--- src/rtl/rnd_pkg.sv ---
package rnd_pkg;
  typedef enum logic [2:0] {
    RM_NEAR_EVEN = 3'd0,
    RM_TO_ZERO   = 3'd1,
    RM_TO_POS    = 3'd2,
    RM_TO_NEG    = 3'd3,
    RM_NEAR_UP   = 3'd4,
    RM_AWAY      = 3'd5
  } rmode_e;

  localparam int unsigned MODE_W = 3;
endpackage

--- src/rtl/rnd_decide.sv ---
module rnd_decide
  import rnd_pkg::*;
(
  input  logic              lsb_i,
  input  logic              guard_i,
  input  logic              sticky_i,
  input  logic              sign_i,
  input  logic [MODE_W-1:0] mode_i,
  output logic              inc_o,
  output logic              inexact_o
);
  logic lost;
  logic near_even;

  assign lost      = guard_i | sticky_i;
  assign near_even = guard_i & (sticky_i | lsb_i);

  always_comb begin
    case (mode_i)
      RM_NEAR_EVEN: inc_o = near_even;
      RM_TO_ZERO:   inc_o = 1'b0;
      RM_TO_POS:    inc_o = ~sign_i & lost;
      RM_TO_NEG:    inc_o = sign_i & lost;
      RM_NEAR_UP:   inc_o = guard_i;
      RM_AWAY:      inc_o = lost;
      default:      inc_o = near_even;
    endcase
  end

  assign inexact_o = lost;
endmodule

--- src/rtl/rnd_incr.sv ---
module rnd_incr #(
  parameter int unsigned W        = 24,
  parameter bit          RIPPLE   = 1'b1
) (
  input  logic [W-1:0] a_i,
  input  logic         inc_i,
  output logic [W:0]   sum_o
);
  generate
    if (RIPPLE) begin : g_ripple
      logic [W:0] carry;
      assign carry[0] = inc_i;
      for (genvar i = 0; i < W; i++) begin : g_bit
        assign sum_o[i]     = a_i[i] ^ carry[i];
        assign carry[i+1]   = a_i[i] & carry[i];
      end
      assign sum_o[W] = carry[W];
    end else begin : g_behav
      assign sum_o = {1'b0, a_i} + {{W{1'b0}}, inc_i};
    end
  endgenerate
endmodule

--- src/rtl/rnd_unit.sv ---
module rnd_unit
  import rnd_pkg::*;
#(
  parameter int unsigned MANT_W = 24,
  parameter bit          RIPPLE = 1'b1
) (
  input  logic                clk_i,
  input  logic                rst_i,
  input  logic [MANT_W-1:0]   mant_i,
  input  logic                guard_i,
  input  logic                sticky_i,
  input  logic                sign_i,
  input  logic [MODE_W-1:0]   mode_i,
  output logic [MANT_W:0]     mant_o,
  output logic                inexact_o
);
  localparam int unsigned OUT_W = MANT_W + 1;

  logic             inc;
  logic             inexact_d;
  logic [OUT_W-1:0] sum_d;

  rnd_decide u_decide (
    .lsb_i     (mant_i[0]),
    .guard_i   (guard_i),
    .sticky_i  (sticky_i),
    .sign_i    (sign_i),
    .mode_i    (mode_i),
    .inc_o     (inc),
    .inexact_o (inexact_d)
  );

  rnd_incr #(.W(MANT_W), .RIPPLE(RIPPLE)) u_incr (
    .a_i   (mant_i),
    .inc_i (inc),
    .sum_o (sum_d)
  );

  always_ff @(posedge clk_i) begin
    if (rst_i) begin
      mant_o    <= '0;
      inexact_o <= 1'b0;
    end else begin
      mant_o    <= sum_d;
      inexact_o <= inexact_d;
    end
  end
endmodule

--- config.mk ---
export PLATFORM = sky130hd
export DESIGN_NAME = rnd_unit
export DESIGN_NICKNAME = d
export VERILOG_FILES = /design/src/rtl/rnd_pkg.sv /design/src/rtl/rnd_decide.sv /design/src/rtl/rnd_incr.sv /design/src/rtl/rnd_unit.sv
export SDC_FILE = /design/constraint.sdc
export NUM_CORES = 1
export LEC_CHECK = 0
export ABC_AREA = 0
export CAP_MARGIN = 15
export CORE_MARGIN = 5
export CORE_UTILIZATION = 42
export CTS_BUF_LIST = sky130_fd_sc_hd__clkbuf_8
export CTS_CLUSTER_DIAMETER = 120
export CTS_CLUSTER_SIZE = 28
export DETAILED_ROUTE_END_ITERATION = 7
export PLACE_DENSITY = 0.87
export SYNTH_ARGS = -nofsm -noshare
export SYNTH_HDL_FRONTEND = slang
export SYNTH_SLANG_ARGS = --single-unit
--- constraint.sdc ---
create_clock -name clk_i -period 10.8 [get_ports clk_i]
set_clock_uncertainty 0.15 [all_clocks]
set_input_delay 3.24 -clock clk_i [delete_from_list [all_inputs] [get_ports clk_i]]
set_output_delay 3.24 -clock clk_i [all_outputs]
set_load 0.01 [all_outputs]
==> flow_metrics.tcl, run 1 <==
set metrics [dict create \
    worst_setup_path_start_kind "input pin" \
    cts_max_level 1 \
    detailroute.via_count 812 \
    first_pass_grt_wire_length_microns 3650 \
    dp_slack_ns 1.75 \
    num-nets-final 204 \
    timing_worst_slew_pin_value_ns 0.864 \
    result_of_the_run "completed" \
    max_freq_ghz 0.115 \
    number_of_antenna_violations_at_the_first_check_in_global_routing 0 \
    routed_wirelength_microns 2070 \
    power.ir.vdd_worst_mv 0.0981 \
    timing.critical_path.arrival_ns 8.69 \
    min_path_cells 3 \
    post_drt_via_cell_ratio 4.59 \
    die_h_microns 60.2 \
    syn2layout_area_growth_pct 61.7 \
    timing.final.hold_violations 0 \
    synth.distinct_cells 14 \
    cts_buffer_count 3 \
    cts_tree "built" \
    post_route_cells_drive_above_1_share_pct 3.40 \
    clkSinkCount 26 \
    cp_max_fo 3 \
    post-cts-setup-buffers 0 \
    core_area_sq_um 2450 \
    synth.net_count 144 \
    endpoint_required_time_on_the_critical_path_ns 10.77 \
    gr-usage-all-layers_pct 13.6 \
    power-per-cell-area_nw_per_um2 116 \
    setup_repair_after_global_routing_missed_its_margin "no" \
    cts_hold_buffers 0 \
    slowest_delay_ns 0.51 \
    critical_path_class "input pin to register" \
    path_clk_slew_ns 0.08 \
    critical_path.slowest_cell "clkdlybuf4s50_1" \
    fp.dieArea_sq_um 3620 \
    post-route-drc-count 0 \
    postLayoutSetupSlackWorst_ns 2.08 \
    ys_warn_count 0 \
    place_area_sq_um 1660 \
    netlist_instances 88 \
    initial_utilization_pct 43.1 \
    drt_iter0_drcs 4 \
    totalNegativeSetupSlack_ns 0 \
    drt_pass1_iterations 4 \
    category_of_the_worst_setup_path_capture_point "register" \
    holdPathEnd "inexact_o" \
    post_synth_instance_area_sq_um 1060 \
    holdCritPathClass "input pin to register" \
    ys_seq_elements 26 \
    gp_congestion 0.698 \
    clock-root-buffer "clkbuf_8" \
    finalSetupViolCount 0 \
    final-max-slew-violation-count 0 \
    grt_start_max_net_pins 27 \
    globalRoute.totalOverflow 0 \
    top_level_i_o_count 58 \
    cpMostUsedCell "ha_1" \
    synth-seq-area-share_pct 49.2 \
    worst_hold_startpoint "guard_i" \
    placed_wire_length_estimate_microns 1740 \
    final_period_minus_worst_setup_slack_ns 8.72 \
    min_period_over_period_pct 80.7 \
    cts_resized 0 \
    avgRoutedWirePerCell_microns 11.7 \
    post_synth.cell_area_avg_sq_um 12.0 \
    maxSlewHeadroom_pct 42.2 \
    max_capacitance_violation_total 0 \
    diodes 0 \
    die_w_microns 60.2 \
    power_leakage_uw 0.000762 \
    grt_pass1_vias 920 \
    detail-route-antenna-nets 0 \
    p_total_uw 199 \
    rows 18 \
    clock_path_buffers 2 \
    buffer_ports.inserted 57 \
    layout.cell_area.non_filler_sq_um 1710 \
]
-- Yosys cell counts --
master,number,area (sq um)
dfxtp_1,26,521
o21ai_0,1,5.00
inv_1,1,3.75
a211oi_2,1,12.5
buf_2,2,10.0
nor2b_1,25,156
a21o_1,1,7.51
a21oi_1,1,5.00
xor2_1,1,8.76
a31o_1,1,8.76
ha_1,24,300
nor2_1,2,7.51
o21bai_1,1,7.51
o21ai_1,1,5.00
-- sequential cells by signal, indices dropped and copies added, names as in the netlist --
signal / flops
mant_o: 25
inexact_o: 1
-- cells in the final DEF (no fill, tap or decap) --
master and n:
o21bai_1 1, a211oi_2 1, a21oi_1 1, nor2_1 2
inv_1 1, nor2b_1 25, ha_1 24, xor2_1 1
clkbuf_8 4, clkdlybuf4s50_1 57, o21ai_0 1, a21o_1 1
o21ai_1 1, a31o_1 1, dfxtp_1 26
-- area by class of cell --
class,instances,area [sq um]
clock buffers,4,55.1
fillers,184,743
inverters,1,3.75
multi-input cells,59,524
flip-flops and latches,26,520
well taps,30,37.5
repair buffers,57,571
-- power breakdown --
part	leakage, uW	switching (uW)	internal, uW
Clock	0.0000288	28.1	32.5
Sequential	0.000217	1.25	101
Combinational	0.000517	11.8	23.7
-- per-stage QoR --
step / cells / hold slack, ns / util (%)
3_3_place_gp: 173 / 3.74 / 67.5
6_report: 177 / 3.46 / 69.7
5_1_grt: 177 / 3.48 / 69.7
2_1_floorplan: 88 / 3.16 / -
4_1_cts: 177 / 3.45 / 69.7
3_5_place_dp: 173 / 3.74 / 67.5
-- worst max-delay path, delay by kind of cell --
| kind | cells | cell delay [ns] |
|---|---|---|
| buffers and inverters | 1 | 0.51 |
| adders and majority gates | 24 | 4.37 |
| AOI/OAI and AO/OA | 2 | 0.29 |
| and+or+nand+nor | 1 | 0.13 |
| xor gates and xnor gates | 1 | 0.15 |
-- cells by family (layout without fill, tap and decap cells) --
logic type / count (synthesis) / in the layout / share of synthesized area [%]
buffers and inverters: 3 / 62 / 1.30
and+or+nand+nor: 27 / 27 / 15.5
AOI/OAI and AO/OA: 7 / 7 / 4.85
xor gates and xnor gates: 1 / 1 / 0.828
DFF: 26 / 26 / 49.2
adders and majority gates: 24 / 24 / 28.4
-- how the worst max path moves through the flow --
stage          startpoint    endpoint  slack (ns)  cells past startpoint
2_1_floorplan   mant_i[0]  mant_o[23]        2.58                     28
3_3_place_gp    mode_i[0]  mant_o[23]        1.84                     29
3_5_place_dp    mode_i[0]  mant_o[23]        1.75                     29
4_1_cts         mode_i[0]  mant_o[23]        2.02                     29
5_1_grt          sticky_i  mant_o[23]        1.76                     29
6_report        mode_i[0]  mant_o[23]        2.08                     29
-- routing by layer --
layer	track usage, %	wire (microns)
met5	0	0
met4	5.70	31
met3	6.70	287
met2	25.2	1060
met1	12.3	688
Power figures use the tool's default switching activity.
==> run 2, diff against run 1 <==
--- a/config.mk
+++ b/config.mk
@@ -8,12 +8,12 @@
 export ABC_AREA = 0
 export CAP_MARGIN = 15
 export CORE_MARGIN = 5
-export CORE_UTILIZATION = 42
+export CORE_UTILIZATION = 36
 export CTS_BUF_LIST = sky130_fd_sc_hd__clkbuf_8
 export CTS_CLUSTER_DIAMETER = 120
 export CTS_CLUSTER_SIZE = 28
 export DETAILED_ROUTE_END_ITERATION = 7
-export PLACE_DENSITY = 0.87
+export PLACE_DENSITY = 0.79
 export SYNTH_ARGS = -nofsm -noshare
 export SYNTH_HDL_FRONTEND = slang
 export SYNTH_SLANG_ARGS = --single-unit
==> constraint.sdc (replaced) <==
create_clock -name clk_i -period 7.59 [get_ports clk_i]
set_clock_uncertainty 0.15 [all_clocks]
set_input_delay 2.277 -clock clk_i [delete_from_list [all_inputs] [get_ports clk_i]]
set_output_delay 2.277 -clock clk_i [all_outputs]
set_load 0.01 [all_outputs]
==> run 2 against run 1 <==
Against the previous run:
- global-route usage decreased by 2.6 points
- worst hold slack got worse by 1.2 ns
- critical path depth unchanged
- first-iteration DRC count unchanged
- largest cell class unchanged
- highest routed layer unchanged
==> flow_metrics.tcl, run 2 (synthesis gave the netlist of run 1 again) <==
set metrics [dict create \
    result_of_the_run "completed" \
    max_capacitance_violation_total 0 \
    die_h_microns 64.2 \
    maxSlewHeadroom_pct 38.5 \
    path_clk_slew_ns 0.08 \
    min_period_over_period_pct 97.4 \
    commonest_non_fill_non_tap_cells_in_the_layout "clkdlybuf4s50_1, dfxtp_1, nor2b_1" \
    holdCritPathClass "input pin to register" \
    clkSinkCount 26 \
    post_route_cells_drive_above_1_share_pct 16.9 \
    final-max-slew-violation-count 0 \
    die_w_microns 64.2 \
    category_of_the_worst_setup_path_capture_point "register" \
    drt_iter0_drcs 4 \
    hold_slack_ns 2.31 \
    top_register "mant_o" \
    worst-path-buf-inv 1 \
    cts_max_level 1 \
    final_period_minus_worst_setup_slack_ns 7.39 \
    layout_commonest_cell "clkdlybuf4s50_1" \
    intPower_uw 214 \
    endpoint_required_time_on_the_critical_path_ns 7.56 \
    post-route-drc-count 0 \
    avgRoutedWirePerCell_microns 12.1 \
    gp_congestion 0.689 \
    dpl.cell_count 176 \
    cpMostUsedCell "ha_2" \
    initial_utilization_pct 38.1 \
    critical_path_class "input pin to register" \
    final_cell_count_no_fill 179 \
    routed_wirelength_microns 2170 \
    power.net_switching_uw 58.1 \
    finalSetupViolCount 0 \
    regs_by_ff_count "mant_o: 25 flops, inexact_o: 1 flops" \
    num-nets-final 206 \
    cp_max_fo 1 \
    gr-usage-all-layers_pct 11.0 \
    globalRoute.totalOverflow 0 \
    timing.critical_path.arrival_ns 7.36 \
    power.ir.vdd_worst_mv 0.103 \
    crit_family "adder cells" \
    timing_worst_slew_pin_value_ns 0.919 \
    syn2layout_area_growth_pct 66.0 \
    diodes 0 \
    clock_path_buffers 2 \
    first_pass_grt_wire_length_microns 3640 \
    power.share.clock_pct 27.4 \
    cts_tree "built" \
    detail-route-antenna-nets 0 \
    post-cts-setup-buffers 0 \
    totalNegativeSetupSlack_ns 0 \
    top_level_i_o_count 58 \
    power.share.combinational_pct 18.9 \
    power_leakage_uw 0.000729 \
    detailroute.via_count 826 \
    cts_hold_buffers 0 \
    cts_buffer_count 3 \
    drt_pass1_iterations 2 \
    power-per-cell-area_nw_per_um2 155 \
    worst_setup_path_start_kind "input pin" \
    rows 19 \
    buffer_ports.inserted 57 \
    min_path_cells 3 \
    number_of_antenna_violations_at_the_first_check_in_global_routing 0 \
    finalCoreUtilization_pct 63.2 \
    worst_hold_startpoint "sticky_i" \
    grt_pass1_vias 881 \
    critical_path.slowest_cell "clkdlybuf4s50_1" \
    p_sw_share_pct 21.4 \
    post_drt_via_cell_ratio 4.61 \
    timing.final.hold_violations 0 \
    clock-root-buffer "clkbuf_8" \
    core_area_sq_um 2780 \
    slowest_delay_ns 0.47 \
    p_total_uw 272 \
    max_freq_ghz 0.135 \
    holdPathEnd "inexact_o" \
    placed_wire_length_estimate_microns 1760 \
    grt_start_max_net_pins 27 \
    largest_reg_flops 25 \
    fp.dieArea_sq_um 4120 \
    seq_power_share_pct 53.8 \
]
==> run 2: metal layers <==
metal	global-route usage [%]	vias to the layer above	part of all wire, %	wire, microns
met5	0	-	0	0
met4	3.82	0	1.2	25
met3	5.78	4	14	297
met2	19.8	37	49	1070
met1	10.5	370	36	773
li1	-	415	-	-
==> run 2: worst max path at each step <==
| stage | start | endpoint | slack (ns) | cells past startpoint |
|---|---|---|---|---|
| 2_1_floorplan | mant_i[0] | mant_o[23] | 0.33 | 28 |
| 3_3_place_gp | mode_i[0] | mant_o[23] | -0.43 | 29 |
| 4_1_cts | sign_i | mant_o[23] | 0.01 | 29 |
| 6_report | sign_i | mant_o[23] | 0.20 | 29 |
| 3_5_place_dp | sticky_i | mant_o[23] | -0.50 | 29 |
| 5_1_grt | sign_i | mant_o[23] | -0.02 | 29 |
==> run 2: metrics by stage <==
stage / instance area [sq um] / setup slack, ns
after floorplan: 1060 / 0.333
after global placement: 1670 / -0.428
after detailed placement: 1670 / -0.497
after CTS: 1730 / 0.0137
after global routing: 1760 / -0.0161
final: 1760 / 0.195
==> run 2: final cells by class <==
type	count	area, sq um
clock buffer	3	41.3
fill	252	1020
inverter	1	3.75
multi-input combinational	59	572
sequential	26	520
tap	31	38.8
timing repair buffer	59	581
==> run 2: power by group through the flow <==
| stage | combinational (uW) | clock [uW] | sequential [uW] |
|---|---|---|---|
| CTS | 51.9 | 77.7 | 146 |
| floorplan | 11.4 | 0 | 154 |
| global route | 56.7 | 84.4 | 147 |
| global placement | 51.0 | 0 | 149 |
| detailed placement | 51.8 | 0 | 149 |
| finish | 51.3 | 74.3 | 146 |
==> run 2: repair_timing <==
item | CTS | global route
resized for setup | 14 | 10
pin swaps | 3 | 3
endpoints found under the setup margin | 3 | 2
==> run 2: worst min-delay path: cells and delay by family <==
family,cells,cell delay [ns]
AND/OR/NAND/NOR,2,0.13
buffers and inverters,1,0.28
==> run 3, diff against run 2 <==
--- a/config.mk
+++ b/config.mk
@@ -14,6 +14,8 @@
 export CTS_CLUSTER_SIZE = 28
 export DETAILED_ROUTE_END_ITERATION = 7
 export PLACE_DENSITY = 0.79
+export SETUP_SLACK_MARGIN = 0.02
 export SYNTH_ARGS = -nofsm -noshare
 export SYNTH_HDL_FRONTEND = slang
+export SYNTH_HIERARCHICAL = 1
 export SYNTH_SLANG_ARGS = --single-unit
==> run 3 against run 2 <==
Against the previous run:
- die area up 0.80%
- sequential power is essentially flat
- synthesized cell count is 1.1% higher
- fmax increased by 0.15%
- synthesized area up 0.95%
- largest power group unchanged
==> flow_metrics.tcl, run 3 <==
set metrics [dict create \
    result_of_the_run "completed" \
    rows 19 \
    regs_by_ff_count "mant_o: 25 flops, inexact_o: 1 flops" \
    yosysMostFrequentCell "dfxtp_1" \
    dp_slack_ns -0.587 \
    gp_congestion 0.699 \
    synth_enable_flop_cells 0 \
    buffer_ports.inserted 57 \
    top_level_i_o_count 58 \
    globalRoute.totalOverflow 0 \
    syn2layout_area_growth_pct 66.7 \
    place_area_sq_um 1680 \
    routed_wirelength_microns 2360 \
    synth.distinct_cells 13 \
    gr-usage-all-layers_pct 11.7 \
    number_of_antenna_violations_at_the_first_check_in_global_routing 0 \
    post_route_cells_drive_above_1_share_pct 12.0 \
    num-nets-final 207 \
    final_cell_count_no_fill 181 \
    dpl.cell_count 177 \
    cpMostUsedCell "ha_1" \
    power-per-cell-area_nw_per_um2 175 \
    holdCritPathClass "input pin to register" \
    commonest_non_fill_non_tap_cells_in_the_layout "clkdlybuf4s50_1, dfxtp_1, nor2b_1" \
    ys_seq_elements 26 \
    synth.largest_area_cell "dfxtp_1" \
    max_freq_ghz 0.135 \
    die_w_microns 64.5 \
    fillerInstances 239 \
    yosys-top-cells-area "dfxtp_1, ha_1, nor2b_1" \
    finalCoreUtilization_pct 63.5 \
    synth_top_area_share_pct 48.7 \
    synth_fa_ha_area_share_pct 28.1 \
    cp_max_fo 4 \
    min_path_cells 3 \
    yosys.area_share.xor_xnor_pct 0.820 \
    die_h_microns 64.5 \
    worst_setup_path_start_kind "input pin" \
    ys_warn_count 6 \
    grt_pass1_vias 895 \
    timing.critical_path.arrival_ns 7.37 \
    first_pass_grt_wire_length_microns 3760 \
    netlist_instances 89 \
    post_synth_instance_area_sq_um 1070 \
    drt_iter0_drcs 7 \
    finalSetupViolCount 0 \
    path_clk_slew_ns 0.09 \
    clkSinkCount 26 \
    category_of_the_worst_setup_path_capture_point "register" \
    main_combinational_cell_family_by_area_after_synthesis "adder cells" \
    p_total_uw 312 \
    detail-route-antenna-nets 0 \
    ys_top_cells_by_count "dfxtp_1, nor2b_1, ha_1" \
    ys_dominant_reg_cell "dfxtp_1" \
    cts_tree "built" \
    slowest_delay_ns 0.27 \
    synth_simple_gate_area_share_pct 18.1 \
    detailroute.via_count 826 \
    synth.net_count 145 \
    post_synth.cell_area_avg_sq_um 12.0 \
    critical_path.slowest_cell "ha_1" \
    endpoint_required_time_on_the_critical_path_ns 7.58 \
    cts_buffer_count 3 \
    drt_pass1_iterations 2 \
    timing_worst_slew_pin_value_ns 0.874 \
    post-route-drc-count 0 \
    synth-async-reset-ratio_pct 0 \
    setup_repair_after_global_routing_missed_its_margin "no" \
    diodes 0 \
    largest_reg_flops 25 \
    grt_start_max_net_pins 27 \
    critical_path_class "input pin to register" \
    synthMuxAreaShare_pct 0.937 \
    synth_compound_gate_area_share_pct 1.87 \
    layout_commonest_cell "clkdlybuf4s50_1" \
    clock-root-buffer "clkbuf_8" \
    core_area_sq_um 2810 \
    cts_max_level 1 \
    synth-seq-area-share_pct 48.7 \
    postLayoutSetupSlackWorst_ns 0.207 \
    layout.cell_area.non_filler_sq_um 1780 \
    cts_hold_buffers 0 \
    post_drt_via_cell_ratio 4.56 \
    final_period_minus_worst_setup_slack_ns 7.38 \
    avgRoutedWirePerCell_microns 13.0 \
    maxSlewHeadroom_pct 41.6 \
    final-max-slew-violation-count 0 \
    post-cts-setup-buffers 0 \
    max_capacitance_violation_total 0 \
    top_register "mant_o" \
    placed_wire_length_estimate_microns 1920 \
    power_leakage_uw 0.000795 \
    clock_path_buffers 2 \
    power.ir.vdd_worst_mv 0.0845 \
    initial_utilization_pct 38.1 \
    min_period_over_period_pct 97.3 \
    timing.final.hold_violations 0 \
    fp.dieArea_sq_um 4160 \
]
[run 3: cell types whose count changed in the layout (fill, tap and decap cells not counted), sizes merged, moves of 2 or more]
cell,previous run,this run
dlymetal6s2s,0,2
and2b,0,2
clkdlybuf4s50,53,50
nand2,0,2
[run 3: kinds of logic after synthesis]
group | Yosys count
DFF | 26
xor gates and xnor gates | 1
adders and majority gates | 24
buffers and inverters | 2
AOI/OAI and AO/OA | 3
muxes | 1
and+or+nand+nor | 32
[run 3: power by group]
| part | leakage, uW | internal (uW) | switching, uW | total [uW] |
|---|---|---|---|---|
| logic | 0.000543 | 33.9 | 17.8 | 51.7 |
| clock network | 0.0000357 | 70.5 | 43.4 | 114 |
| registers | 0.000217 | 144 | 1.96 | 146 |
| total | 0.000795 | 249 | 63.1 | 312 |
[run 3: layout make-up]
type	instances	area [sq um]	share of cell area, %
multi-input combinational	61	571	32.0
timing repair buffer	59	581	32.6
sequential	26	520	29.2
clock buffer	3	41.3	2.32
tap	31	38.8	2.18
clock inverter	1	30.0	1.69
[run 3: repair_timing]
item,4_1_cts,5_1_grt
endpoints found under the setup margin,3,2
gates resized for setup,15,6
pin swaps,2,0
[run 3: per-stage QoR]
stage               hold slack, ns  setup TNS (ns)
floorplan                     2.20               0
global placement              2.84           -1.25
detailed placement            2.85           -1.79
CTS                           2.35               0
global route                  2.27               0
finish                        2.24               0
[run 3: routing by layer]
metal / track usage (%) / vias up / wire, microns
met4: 6.33 / 0 / 53
li1: - / 416 / -
met1: 11.9 / 373 / 899
met2: 21.8 / 33 / 1200
met5: 0 / - / 0
met3: 2.94 / 4 / 209
[run 3: path summary, 6_finish.rpt]
path,startpoint,endpoint
worst max-delay path,mode_i[2],mant_o[23]
worst min-delay path,sticky_i,inexact_o
[run 3: worst max-delay path, delay by kind of cell]
family                   cells  cell delay (ns)
AO/OA/AOI/OAI                2             0.32
adder cells (fa/ha/maj)     24             4.26
buffers and inverters        1             0.26
multiplexers                 1             0.15
AND/OR/NAND/NOR              1             0.12
